$ cat config.mk
export PLATFORM = sky130hd
export DESIGN_NAME = xmem_seq
export DESIGN_NICKNAME = d
export VERILOG_FILES = /design/src/rtl/xmem_pkg.sv /design/src/rtl/xmem_dptr.sv /design/src/rtl/xmem_route.sv /design/src/rtl/xmem_fsm.sv /design/src/rtl/xmem_seq.sv
export SDC_FILE = /design/constraint.sdc
export NUM_CORES = 1
export LEC_CHECK = 0
export CAP_MARGIN = 15
export CORE_ASPECT_RATIO = 1.5
export CORE_MARGIN = 10
export CORE_UTILIZATION = 47
export DETAILED_ROUTE_END_ITERATION = 8
export HOLD_SLACK_MARGIN = 0.08
export PLACE_DENSITY = 0.92
export SLEW_MARGIN = 20
export SYNTH_ARGS = -nofsm -noshare
export SYNTH_HDL_FRONTEND = slang
export SYNTH_SLANG_ARGS = --single-unit
export TNS_END_PERCENT = 50
$ cat constraint.sdc
create_clock -name clk -period 2.4 [get_ports clk]
set_input_delay 0.36 -clock clk [delete_from_list [all_inputs] [get_ports clk]]
set_output_delay 0.36 -clock clk [all_outputs]
set_load 0.005 [all_outputs]
$ cat src/rtl/xmem_pkg.sv
package xmem_pkg;

    localparam int ADDR_W = 16;
    localparam int DATA_W = 8;
    localparam int LOW_W  = 8;

    typedef enum logic [3:0] {
        ST_IDLE,
        ST_INT_ACC,
        ST_INT_CAP,
        ST_ADDR,
        ST_LATCH,
        ST_SETUP,
        ST_STROBE,
        ST_HOLD,
        ST_FIN
    } xst_e;

    typedef struct packed {
        logic              write;
        logic              ptr_mode;
        logic              is_ext;
        logic [ADDR_W-1:0] addr;
        logic [DATA_W-1:0] wdata;
    } xreq_t;

endpackage

$ cat src/rtl/xmem_dptr.sv
module xmem_dptr
    import xmem_pkg::*;
#(
    parameter int NUM_PTR = 2,
    localparam int SEL_W  = (NUM_PTR > 1) ? $clog2(NUM_PTR) : 1
) (
    input  logic              clk,
    input  logic              rst_n,
    input  logic              load,
    input  logic [SEL_W-1:0]  sel,
    input  logic [ADDR_W-1:0] wdata,
    output logic [ADDR_W-1:0] cur
);

    logic [ADDR_W-1:0] bank [NUM_PTR];

    for (genvar g = 0; g < NUM_PTR; g++) begin : g_ptr
        always_ff @(posedge clk or negedge rst_n) begin
            if (!rst_n) begin
                bank[g] <= '0;
            end else if (load && (sel == SEL_W'(g))) begin
                bank[g] <= wdata;
            end
        end
    end

    assign cur = bank[sel];

endmodule

$ cat src/rtl/xmem_route.sv
module xmem_route
    import xmem_pkg::*;
#(
    parameter int INT_SIZE = 768
) (
    input  logic              ext_cfg,
    input  logic              ptr_mode,
    input  logic [LOW_W-1:0]  addr8,
    input  logic [ADDR_W-1:0] dptr,
    output logic [ADDR_W-1:0] addr,
    output logic              is_ext
);

    localparam logic [ADDR_W:0] LIMIT = (ADDR_W+1)'(INT_SIZE);

    logic above;

    always_comb begin
        above  = ({1'b0, dptr} >= LIMIT);
        addr   = ptr_mode ? dptr : {{(ADDR_W-LOW_W){1'b0}}, addr8};
        is_ext = ext_cfg | (ptr_mode & above);
    end

endmodule

$ cat src/rtl/xmem_fsm.sv
module xmem_fsm
    import xmem_pkg::*;
#(
    parameter int STROBE_CLKS = 2,
    localparam int CNT_W      = $clog2(STROBE_CLKS + 1)
) (
    input  logic              clk,
    input  logic              rst_n,
    input  logic              start,
    input  xreq_t             req_in,
    input  logic [DATA_W-1:0] lo_in,
    input  logic [DATA_W-1:0] int_rdata,
    output logic              busy,
    output logic              done,
    output logic [DATA_W-1:0] rd_data,
    output logic [LOW_W-1:0]  lo_out,
    output logic              lo_oe,
    output logic [7:0]        hi_out,
    output logic              ale,
    output logic              rd_n,
    output logic              wr_n,
    output logic              int_en,
    output logic              int_we,
    output logic [ADDR_W-1:0] int_addr,
    output logic [DATA_W-1:0] int_wdata
);

    localparam logic [CNT_W-1:0] LAST = CNT_W'(STROBE_CLKS - 1);

    xst_e              state, nxt;
    xreq_t             cur;
    logic [CNT_W-1:0]  cnt;
    logic [LOW_W-1:0]  lo_q;
    logic [7:0]        hi_q;
    logic [DATA_W-1:0] rd_q;

    // state register
    always_ff @(posedge clk or negedge rst_n) begin
        if (!rst_n) state <= ST_IDLE;
        else        state <= nxt;
    end

    // transitions
    always_comb begin
        nxt = state;
        unique case (state)
            ST_IDLE:    if (start) nxt = req_in.is_ext ? ST_ADDR : ST_INT_ACC;
            ST_INT_ACC: nxt = ST_INT_CAP;
            ST_INT_CAP: nxt = ST_FIN;
            ST_ADDR:    nxt = ST_LATCH;
            ST_LATCH:   nxt = ST_SETUP;
            ST_SETUP:   nxt = ST_STROBE;
            ST_STROBE:  if (cnt == LAST) nxt = ST_HOLD;
            ST_HOLD:    nxt = ST_FIN;
            ST_FIN:     nxt = ST_IDLE;
            default:    nxt = ST_IDLE;
        endcase
    end

    // request capture, strobe counter, port and result registers
    always_ff @(posedge clk or negedge rst_n) begin
        if (!rst_n) begin
            cur  <= '0;
            cnt  <= '0;
            lo_q <= '0;
            hi_q <= '0;
            rd_q <= '0;
        end else begin
            if (state == ST_IDLE && start) begin
                cur <= req_in;
                if (req_in.is_ext) begin
                    lo_q <= req_in.addr[LOW_W-1:0];
                    if (req_in.ptr_mode) hi_q <= req_in.addr[ADDR_W-1:LOW_W];
                end
            end
            if (state == ST_LATCH && cur.write) lo_q <= cur.wdata;
            cnt <= (state == ST_STROBE) ? cnt + 1'b1 : '0;
            if (state == ST_STROBE && cnt == LAST && !cur.write) rd_q <= lo_in;
            if (state == ST_INT_CAP && !cur.write) rd_q <= int_rdata;
        end
    end

    // output decode
    always_comb begin
        ale       = (state == ST_ADDR);
        lo_oe     = (state == ST_ADDR) || (state == ST_LATCH) ||
                    (cur.write && ((state == ST_SETUP) || (state == ST_STROBE) ||
                                   (state == ST_HOLD)));
        rd_n      = !((state == ST_STROBE) && !cur.write);
        wr_n      = !((state == ST_STROBE) && cur.write);
        int_en    = (state == ST_INT_ACC);
        int_we    = (state == ST_INT_ACC) && cur.write;
        int_addr  = cur.addr;
        int_wdata = cur.wdata;
        done      = (state == ST_FIN);
        busy      = (state != ST_IDLE);
        lo_out    = lo_q;
        hi_out    = hi_q;
        rd_data   = rd_q;
    end

    AST_STROBE_EXCL: assert property (@(posedge clk) disable iff (!rst_n)
        !(!rd_n && !wr_n));
    AST_INT_QUIET: assert property (@(posedge clk) disable iff (!rst_n)
        (state == ST_INT_ACC || state == ST_INT_CAP) |->
        (rd_n && wr_n && !ale && !lo_oe && $stable(lo_out) && $stable(hi_out)));
    AST_READ_FLOAT: assert property (@(posedge clk) disable iff (!rst_n)
        !rd_n |-> !lo_oe);
    AST_WR_HOLD: assert property (@(posedge clk) disable iff (!rst_n)
        $rose(wr_n) |-> (lo_oe && $stable(lo_out)));
    AST_DONE_ONE: assert property (@(posedge clk) disable iff (!rst_n)
        done |=> !done);
    AST_ALE_ONE: assert property (@(posedge clk) disable iff (!rst_n)
        ale |=> !ale);
    AST_EXT_ONLY: assert property (@(posedge clk) disable iff (!rst_n)
        ale |-> cur.is_ext);
    AST_HI_INDIRECT: assert property (@(posedge clk) disable iff (!rst_n)
        (ale && !cur.ptr_mode) |-> $stable(hi_out));
    AST_NO_RESTART: assert property (@(posedge clk) disable iff (!rst_n)
        (busy && !done) |=> busy);

endmodule

$ cat src/rtl/xmem_seq.sv
module xmem_seq
    import xmem_pkg::*;
#(
    parameter int INT_SIZE    = 768,
    parameter int STROBE_CLKS = 2,
    parameter int NUM_PTR     = 2
) (
    input  logic                   clk,
    input  logic                   rst_n,
    input  logic                   req_valid,
    input  logic                   req_write,
    input  logic                   req_ptr_mode,
    input  logic [7:0]             req_addr8,
    input  logic [7:0]             req_wdata,
    input  logic                   ext_cfg,
    input  logic [$clog2(NUM_PTR)-1:0] aux_sel,
    input  logic                   ptr_load,
    input  logic [15:0]            ptr_wdata,
    output logic [15:0]            dptr_out,
    output logic                   busy,
    output logic                   done,
    output logic [7:0]             rd_data,
    output logic                   int_en,
    output logic                   int_we,
    output logic [15:0]            int_addr,
    output logic [7:0]             int_wdata,
    input  logic [7:0]             int_rdata,
    input  logic [7:0]             lo_in,
    output logic [7:0]             lo_out,
    output logic                   lo_oe,
    output logic [7:0]             hi_out,
    output logic                   ale,
    output logic                   rd_n,
    output logic                   wr_n
);

    logic [ADDR_W-1:0] route_addr;
    logic              route_ext;
    logic              start;
    xreq_t             req;

    xmem_dptr #(.NUM_PTR(NUM_PTR)) u_dptr (
        .clk   (clk),
        .rst_n (rst_n),
        .load  (ptr_load),
        .sel   (aux_sel),
        .wdata (ptr_wdata),
        .cur   (dptr_out)
    );

    xmem_route #(.INT_SIZE(INT_SIZE)) u_route (
        .ext_cfg  (ext_cfg),
        .ptr_mode (req_ptr_mode),
        .addr8    (req_addr8),
        .dptr     (dptr_out),
        .addr     (route_addr),
        .is_ext   (route_ext)
    );

    always_comb begin
        start        = req_valid && !busy;
        req.write    = req_write;
        req.ptr_mode = req_ptr_mode;
        req.is_ext   = route_ext;
        req.addr     = route_addr;
        req.wdata    = req_wdata;
    end

    xmem_fsm #(.STROBE_CLKS(STROBE_CLKS)) u_fsm (
        .clk       (clk),
        .rst_n     (rst_n),
        .start     (start),
        .req_in    (req),
        .lo_in     (lo_in),
        .int_rdata (int_rdata),
        .busy      (busy),
        .done      (done),
        .rd_data   (rd_data),
        .lo_out    (lo_out),
        .lo_oe     (lo_oe),
        .hi_out    (hi_out),
        .ale       (ale),
        .rd_n      (rd_n),
        .wr_n      (wr_n),
        .int_en    (int_en),
        .int_we    (int_we),
        .int_addr  (int_addr),
        .int_wdata (int_wdata)
    );

endmodule

Word-level counts from Yosys, hierarchy flattened
Cells that the tools add are included.
{ "word_totals": {"regBits": 87, "latchBits": 0, "mem_bits_rw": 0, "rom_bits": 0, "input_bits": 56, "output_inout_bits": 72, "elab_cells": 71, "memories": 0} }
{ "classes": {"addsub": 1, "multipliers": 0, "n_div": 0, "n_lt_le_gt_ge": 2, "eq_ne": 11, "shifts": 0, "n_mux": 14, "bitwise_logic": 4, "reduce_logical": 29} }
{ "ops": {"columns": ["cell", "n"], "rows": [
  ["16-bit two-way mux", 4],
  ["8-bit two-way mux", 5],
  ["4-bit one-hot mux with 7 select lines", 1],
  ["4-bit by 3-bit == test with 1-bit output, second input constant", 4],
  ["16-bit by 10-bit greater-or-equal comparator with 1-bit output, second input constant", 1],
  ["1-bit logical AND", 12],
  ["4-bit by 2-bit == test with 1-bit output, second input constant", 2],
  ["4-bit two-way mux", 2],
  ["2-bit nonzero test", 3],
  ["4-bit by 1-bit == test with 1-bit output, second input constant", 1],
  ["4-bit == test, second input constant", 1],
  ["1-bit logical NOT", 4],
  ["4-bit logical NOT", 1],
  ["1-bit logical OR", 4],
  ["2-bit two-way mux", 2],
  ["2-bit AND reduction", 2],
  ["4-bit nonzero test", 1],
  ["3-bit AND reduction", 1],
  ["2-bit by 1-bit adder with 2-bit output, second input constant", 1],
  ["2-bit by 1-bit == test with 1-bit output, second input constant", 1],
  ["2-bit greater-or-equal comparator, second input constant", 1],
  ["2-bit by 1-bit != test with 1-bit output, second input constant", 1],
  ["2-bit != test, second input constant", 1],
  ["1-bit inverter with 2-bit output", 1],
  ["other kinds (4)", 4]
]} }

Depth between registers and ports, before layout
Gate-level depths: netlist of the first run.
{ "depth": {"word_depth": 10, "ltp_mapped": 7} }

Hierarchy
From an unflattened synthesis of the first run, not the netlist that was laid out.
{ "hier_totals": {"hier_cells": 348, "hier_area_um2": 4324.1} }
{ "by_module_without_submodules": {"columns": ["module", "instances", "cells_per_inst", "area_per_inst_um2"], "rows": [
  ["xmem_fsm", 1, 238, 2651.3],
  ["xmem_dptr", 1, 87, 1453.9],
  ["xmem_route", 1, 22, 205.2],
  ["xmem_seq", 1, 1, 13.8]
]} }

Worst setup path after synthesis of the first run
No wires, ideal clock.
{ "synth_timing": {"path_kind": "reg-to-reg", "start": "register u_dptr.bank[24] (netlist name)", "end": "register u_fsm.lo_q[0], in the netlist u_fsm.lo_out[0]", "setup_ps": 123, "arrival_time_ps": 1734, "setup_slack_ps": 543, "stages_incl_launch_ff": 7, "synth_period_minus_slack_ps": 1857, "path_cell_list": "dfrtp_1 -> a2111oi_2 -> a31oi_1 -> o21a_1 -> or3b_1 -> buf_6 -> o221a_1"} }
{ "synth_between": {"elab_chain_cells": 8} }
{ "synth_rtl": {"columns": ["element", "line", "text"], "rows": [
  ["from (decl)", "xmem_dptr.sv:15", "logic [ADDR_W-1:0] bank [NUM_PTR];"],
  ["from (signal, indexed assignment)", "xmem_dptr.sv:22", "bank[g] <= wdata;"],
  ["16-bit two-way mux (not written as such) (3 in a row)", "xmem_dptr.sv:27", "assign cur = bank[sel];"],
  ["16-bit by 10-bit greater-or-equal comparator with 1-bit output", "xmem_route.sv:19", "above = ({1'b0, dptr} >= LIMIT);"],
  ["1-bit AND", "xmem_route.sv:21", "is_ext = ext_cfg | (ptr_mode & above);"],
  ["1-bit OR", "xmem_route.sv:21", null],
  ["2-bit nonzero test (no line)", null, null],
  ["2-bit AND reduction (no line)", null, null],
  ["to (signal assigned)", "xmem_fsm.sv:72", "lo_q <= req_in.addr[LOW_W-1:0];"],
  ["to (signal assigned)", "xmem_fsm.sv:76", "if (state == ST_LATCH && cur.write) lo_q <= cur.wdata;"],
  ["to (decl)", "xmem_fsm.sv:33", "logic [LOW_W-1:0] lo_q;"]
]} }
Every way passes these cells. The select of a mux whose other input is x is not followed.
A chain may end at the register's enable or synchronous reset.

Worst setup path in the final report of the first run
{ "layout_timing": {"start": "register u_fsm.state[3]", "end": "output port rd_n"} }
{ "layout_between": {"elab_chain_cells": 3} }
{ "layout_rtl": {"columns": ["element", "line", "text"], "rows": [
  ["from (decl)", "xmem_fsm.sv:30", "xst_e state, nxt;"],
  ["from (signal assigned)", "xmem_fsm.sv:40", "else state <= nxt;"],
  ["4-bit by 3-bit == test with 1-bit output", "xmem_fsm.sv:89", "rd_n = !((state == ST_STROBE) && !cur.write);"],
  ["1-bit logical AND", "xmem_fsm.sv:89", null],
  ["1-bit logical NOT", "xmem_fsm.sv:89", null],
  ["to (decl)", "xmem_seq.sv:33", "output logic rd_n,"]
]} }
Every way passes these cells.

==> out/results.txt, run 1 <==
Longest Clk Path Bufs: 2
final period utilization: 94.77%
Num CTS Buffers: 9
total global-route track usage: 18.69%
DP HPWL: 8967 um
WP data required: 2040 ps
die area: 12890 sq um
fin. max-slew vios: 0
CP arrival: 1910 ps
internal power: 4.402 mW
commonest non-fill, non-tap cell in the layout: clkdlybuf4s50_1
GRT overflow: 0
CP max FO: 12
via total after detailed routing: 3279
clk slew on worst S/H paths: 60 ps
Netlist Area Pre-Place: 4083 sq um
die height: 134.1 um
Via density: 5.349
CP Buf/Inv Count: 2
count of buffers from port buffering: 127
Power per Cell Area: 1133 nW/um^2
Hold Vio Cnt, Final: 0
Min-Delay Path Class: register to register
Yosys top cell area share: 53.33%
Leak: 2.565 nW
critical path launch point type: register
cells after synthesis: 385
crit path kind: register to output pin
most frequent cells in the layout: clkdlybuf4s50_1, nand2_1, dfrtp_1
Synth area leaders: dfrtp_1, mux2_2, nand2_1
share of post-route cells with drive strength above 1: 17.59%
Synth cell types: 41
Fillers: 624
Hold Slack: 450.5 ps
async set or reset register ratio after synthesis: 100.0%
DRC: 0
# diodes: 0
Starting Density: 48.23%
Core ar.: 8464 sq um
H-tree level count: 3
I/O pin total: 128
area delta synth->final: 40.42%
Die X: 96.10 um
Mapped Nets: 442
f_max: 439.7 MHz
status: completed
Clock Tree Root: clkbuf_16
RSZ-0062 raised after global routing: false
Routed WL: 11670 um
critical path cell sequence: nand4bb_2, nor2_1, inv_1, clkdlybuf4s50_1
max incr delay on CP: 500 ps
final core utilization: 67.73%
Clock Sinks: 87
Post-synth EDFFs: 0
Slowest cell on crit path: dfrtp_1
Reg power frac: 37.2%
average size of a mapped cell: 10.60 sq um
drt pass-1 iters: 4
sequential fraction of the synthesis area: 53.33%
first-pass GRT wire length: 18710 um
Gate power share: 40.3%
num rows: 41
Slew HR: 62.41%
top_reg_cell synth: dfrtp_1
#FFs+latches synth: 87
Max Cap Viol: 0
Final Skew: 5.906 ps
later-pin clock latency in the skew report: 340 ps
post-route ant nets: 0
vias in the first global route: 3561
clock power share: 22.6%
area leader, netlist: dfrtp_1
initial antenna violation count: 0
sw power: 2.093 mW
minimum clock period: 2274 ps
switching share of total power: 32.22%
largest net degree at the start of global routing: 47
synthesis warning total: 0
critical path's top delay family: simple AND/OR/NAND/NOR gates
Crit. End Element: output pin
CTS tree: built
peak supply drop: 0.7249 mV
Final setup viols: 0
wire per inst: 19.04 um
initial drt markers: 169
TNS Setup: 0 ps
Final #Nets: 558
Placer Congestion: 0.8138
actual slew at the worst max-slew pin: 563.8 ps
area by class of cell:
cell class / instances / area (sq um) / area share (%)
clock inverters: 6 / 85.08 / 1.484
inverters: 11 / 41.29 / 0.7202
flip-flops and latches: 87 / 2181 / 38.04
multi-input cells: 244 / 1603 / 27.96
repair buffers: 148 / 1460 / 25.47
clock buffers: 10 / 229.0 / 3.994
well taps: 107 / 133.9 / 2.335
kinds of logic after synthesis:
logic type	Yosys count	synth area share (%)
XOR/XNOR	1	0.2146
AO/OA/AOI/OAI	46	8.582
buffers and inverters	54	7.754
AND/OR/NAND/NOR	138	14.31
flip-flops	87	53.33
adder cells (fa/ha/maj)	1	0.3064
multiplexers	58	15.51
routing by layer:
| metal | track usage [%] | vias up | wire (um) |
|---|---|---|---|
| li1 | - | 1518 | - |
| met1 | 19.79 | 1602 | 4114 |
| met2 | 32.82 | 121 | 6349 |
| met3 | 3.687 | 38 | 611 |
| met4 | 10.69 | 0 | 595 |
| met5 | 0 | - | 0 |
worst paths after layout:
check                                 from               end  slack, ps  cells past startpoint
min in group asynchronous            rst_n  u_fsm.rd_data[5]        550                      2
max in group asynchronous            rst_n    u_dptr.bank[6]       1210                      3
max reg2reg                u_dptr.bank[15]   u_fsm.lo_out[6]        350                      5
min reg2reg                   u_fsm.cnt[0]      u_fsm.cnt[0]        450                      1
max                         u_fsm.state[3]              rd_n        130                      4
min                           u_fsm.cnt[0]      u_fsm.cnt[0]        450                      1
state kept, by name (all words and copies together) (netlist names):
signal,flops
u_fsm.lo_out,8
u_dptr.bank,32
u_fsm.cnt,2
u_fsm.rd_data,8
u_fsm.int_wdata,8
u_fsm.state,4
u_fsm.cur,1
u_fsm.hi_out,8
u_fsm.int_addr,16
power by group through the flow:
stage                     clock (mW)  combinational (mW)  sequential, mW
final                           1.46                2.62            2.41
after global routing            1.56                2.87            2.48
after CTS                       1.48                2.65            2.40
after detailed placement           0                2.61            2.41
after global placement             0                2.52            2.38
after floorplan                    0                1.47            2.27
per-stage QoR:
step	area [sq um]	cells	setup slack [ps]	power, mW
after CTS	5719	613	1.055	6.529
after global routing	5733	613	2.783	6.901
after detailed placement	5391	596	-47.71	5.026
after floorplan	4083	385	543.1	3.735
after global placement	5391	596	8.643	4.901
final	5733	613	125.6	6.494
synth_stat cells, types with 2 or more instances:
| cell | n |
|---|---|
| nor2_1 | 25 |
| clkbuf_1 | 8 |
| buf_1 | 2 |
| o221a_1 | 8 |
| buf_4 | 24 |
| nand3_1 | 3 |
| mux2i_1 | 16 |
| nand2_1 | 92 |
| mux2_2 | 42 |
| nor4b_1 | 2 |
| dfrtp_1 | 87 |
| inv_1 | 11 |
| o21ai_0 | 2 |
| o22a_1 | 8 |
| buf_6 | 2 |
| buf_2 | 7 |
| a21oi_1 | 19 |
| nor3_1 | 4 |
repair_timing:
item	4_1_cts	5_1_grt
setup buffers	0	0
resized for setup	1	6
hold buffers	1	0
endpoints found under the setup margin	5	17
endpoints found under the hold margin	41	0
Note: power is estimated with default switching activity, not from simulation.
==> inputs of run 2 (changes only) <==
Settings changed: CORE_UTILIZATION 47 to 48, CTS_BUF_LIST set to sky130_fd_sc_hd__clkbuf_4 sky130_fd_sc_hd__clkbuf_8, PLACE_DENSITY 0.92 to 0.93.
Clock period 2.4 ns to 2.1 ns, I/O delays scaled along.
==> run 2 against run 1 <==
Compared with the run above: the run now ends with negative setup slack left; total power is 7.3% higher; register-to-register slack worse by 220 ps; sequential power is 15% higher; highest routed layer unchanged; clock power is 29% lower; clock skew grew 1.1 ps; critical path type unchanged; sequential share of layout area decreased by 0.25 points; core utilization rose by 1.3 points; count of clock-buffer cells in the layout is 3 higher; largest power group unchanged.
==> out/results.txt, run 2 (synthesized netlist as in run 1, its figures left out) <==
status: complete, but fails checks (was completed)
violated checks: negative setup slack
Final setup viols: 2 (was 0)
Leak: 2.615 nW (was 2.565 nW)
final period utilization: 100.3%
first-pass GRT wire length: 18290 um (was 18710 um)
initial drt markers: 114 (was 169)
Top reg by flops: u_dptr.bank (unchanged)
Worst Setup SP: u_fsm.state[0] (was u_fsm.state[3])
max reg flops: 32 (unchanged)
WP data required: 1780 ps (was 2040 ps)
Hold Slack: 444.2 ps (was 450.5 ps)
DRC: 0 (unchanged)
post-route ant nets: 0 (unchanged)
Starting Density: 48.83% (was 48.23%)
CTS tree: built (unchanged)
Final #Nets: 578 (was 558)
share of post-route cells with drive strength above 1: 22.43% (was 17.59%)
Clock Sinks: 87 (unchanged)
placement-stage worst setup slack: -328.7 ps (was -47.71 ps)
die height: 133.0 um (was 134.1 um)
Routed WL: 11840 um (was 11670 um)
commonest non-fill, non-tap cell in the layout: clkdlybuf4s50_1 (unchanged)
Die X: 95.30 um (was 96.10 um)
Min-Delay Path Class: register to register (unchanged)
CP arrival: 1790 ps (was 1910 ps)
Core ar.: 8362 sq um (was 8464 sq um)
Final Skew: 6.998 ps (was 5.906 ps)
vias in the first global route: 3653 (was 3561)
critical path launch point type: register (unchanged)
wire per inst: 18.71 um (was 19.04 um)
DP HPWL: 9111 um (was 8967 um)
RSZ-0062 raised after global routing: true (was false)
peak supply drop: 0.8114 mV (was 0.7249 mV)
reg2reg end: u_fsm.rd_data[5] (was u_fsm.lo_out[6])
Hold Vio Cnt, Final: 0 (unchanged)
H-tree level count: 3 (unchanged)
I/O pin total: 128 (unchanged)
Critical R2R Launch: u_fsm.state[2] (was u_dptr.bank[15])
Power per Cell Area: 1206 nW/um^2 (was 1133 nW/um^2)
Slew HR: 70.40% (was 62.41%)
via total after detailed routing: 3357 (was 3279)
actual slew at the worst max-slew pin: 444.0 ps (was 563.8 ps)
initial antenna violation count: 0 (unchanged)
# diodes: 0 (unchanged)
minimum clock period: 2107 ps
Via density: 5.303 (was 5.349)
fin. max-slew vios: 0 (unchanged)
f_max: 474.6 MHz
worst reg-to-reg setup slack: 130 ps (was 350 ps)
num rows: 41 (unchanged)
Max Cap Viol: 0 (unchanged)
final core utilization: 69.06% (was 67.73%)
FF-to-FF path depth: 6 (was 5)
most frequent cells in the layout: clkdlybuf4s50_1, nand2_1, dfrtp_1 (unchanged)
design area: 5774 sq um (was 5733 sq um)
placed instance area: 5492 sq um (was 5391 sq um)
drt pass-1 iters: 4 (unchanged)
area delta synth->final: 41.43% (was 40.42%)
later-pin clock latency in the skew report: 350 ps (was 340 ps)
fin worst setup slack: -7.115 ps (was 125.6 ps)
Longest Clk Path Bufs: 2 (unchanged)
Critical Path Sink: rd_n (unchanged)
crit path kind: register to output pin (unchanged)
total global-route track usage: 18.55% (was 18.69%)
Num CTS Buffers: 9 (unchanged)
CP max FO: 7 (was 12)
GRT overflow: 0 (unchanged)
count of buffers from port buffering: 127 (unchanged)
Crit. End Element: output pin (unchanged)
clk slew on worst S/H paths: 80 ps (was 60 ps)
die area: 12670 sq um (was 12890 sq um)
Placer Congestion: 0.8008 (was 0.8138)
largest net degree at the start of global routing: 39 (was 47)
Clock Tree Root: clkbuf_8 (was clkbuf_16)
-- run 2: metrics by stage --
step | setup TNS, ps | total power [mW] | std cells
floorplan | 0 | 4.268 | 385
global placement | -4456 | 5.663 | 611
detailed placement | -5856 | 5.831 | 611
CTS | -11.51 | 7.004 | 633
global route | -241.9 | 7.430 | 633
finish | -8.066 | 6.965 | 633
-- run 2: worst max-delay path, cell delays in order, from the launching register on --
cell             delay (ps)
dfrtp_2                 490
nand4bb_4               300
nor2_2                  150
inv_1                    50
clkdlybuf4s50_1         460
-- run 2: worst min path at each step --
stage                            start                end  cells past startpoint
after floorplan                  rst_n     u_dptr.bank[0]                      0
final                     u_fsm.cnt[0]       u_fsm.cnt[0]                      1
after detailed placement         rst_n  u_fsm.int_addr[4]                      1
after global routing      u_fsm.cnt[0]       u_fsm.cnt[0]                      1
after CTS                        rst_n     u_dptr.bank[1]                      2
after global placement           rst_n     u_dptr.bank[5]                      1
-- run 2: what timing repair did --
| item | CTS | global route |
|---|---|---|
| gates resized for setup | 13 | 6 |
| endpoints found under the setup margin | 22 | 13 |
| hold buffers | 1 | 0 |
| pin swaps | 0 | 1 |
| hold endpoints to repair | 31 | 0 |
| setup buffers | 5 | 0 |
-- run 2: final cells by class --
cell class,count,area [sq um]
repair buffers,168,1598
clock buffers,13,153.9
clock inverters,3,20.02
flip-flops and latches,87,2182
fillers,621,2587
multi-input cells,244,1645
well taps,107,133.9
inverters,11,41.29
-- run 2: report_power, final --
| group | internal, mW | switching [mW] | total [mW] |
|---|---|---|---|
| Clock | 0.482 | 0.555 | 1.04 |
| Sequential | 2.27 | 0.492 | 2.76 |
| Combinational | 1.87 | 1.30 | 3.17 |
-- run 2: metal layers --
layer	track usage [%]	wire length, um
met4	7.596	325
met1	17.90	4057
met3	7.758	1077
met5	0	0
met2	33.12	6381
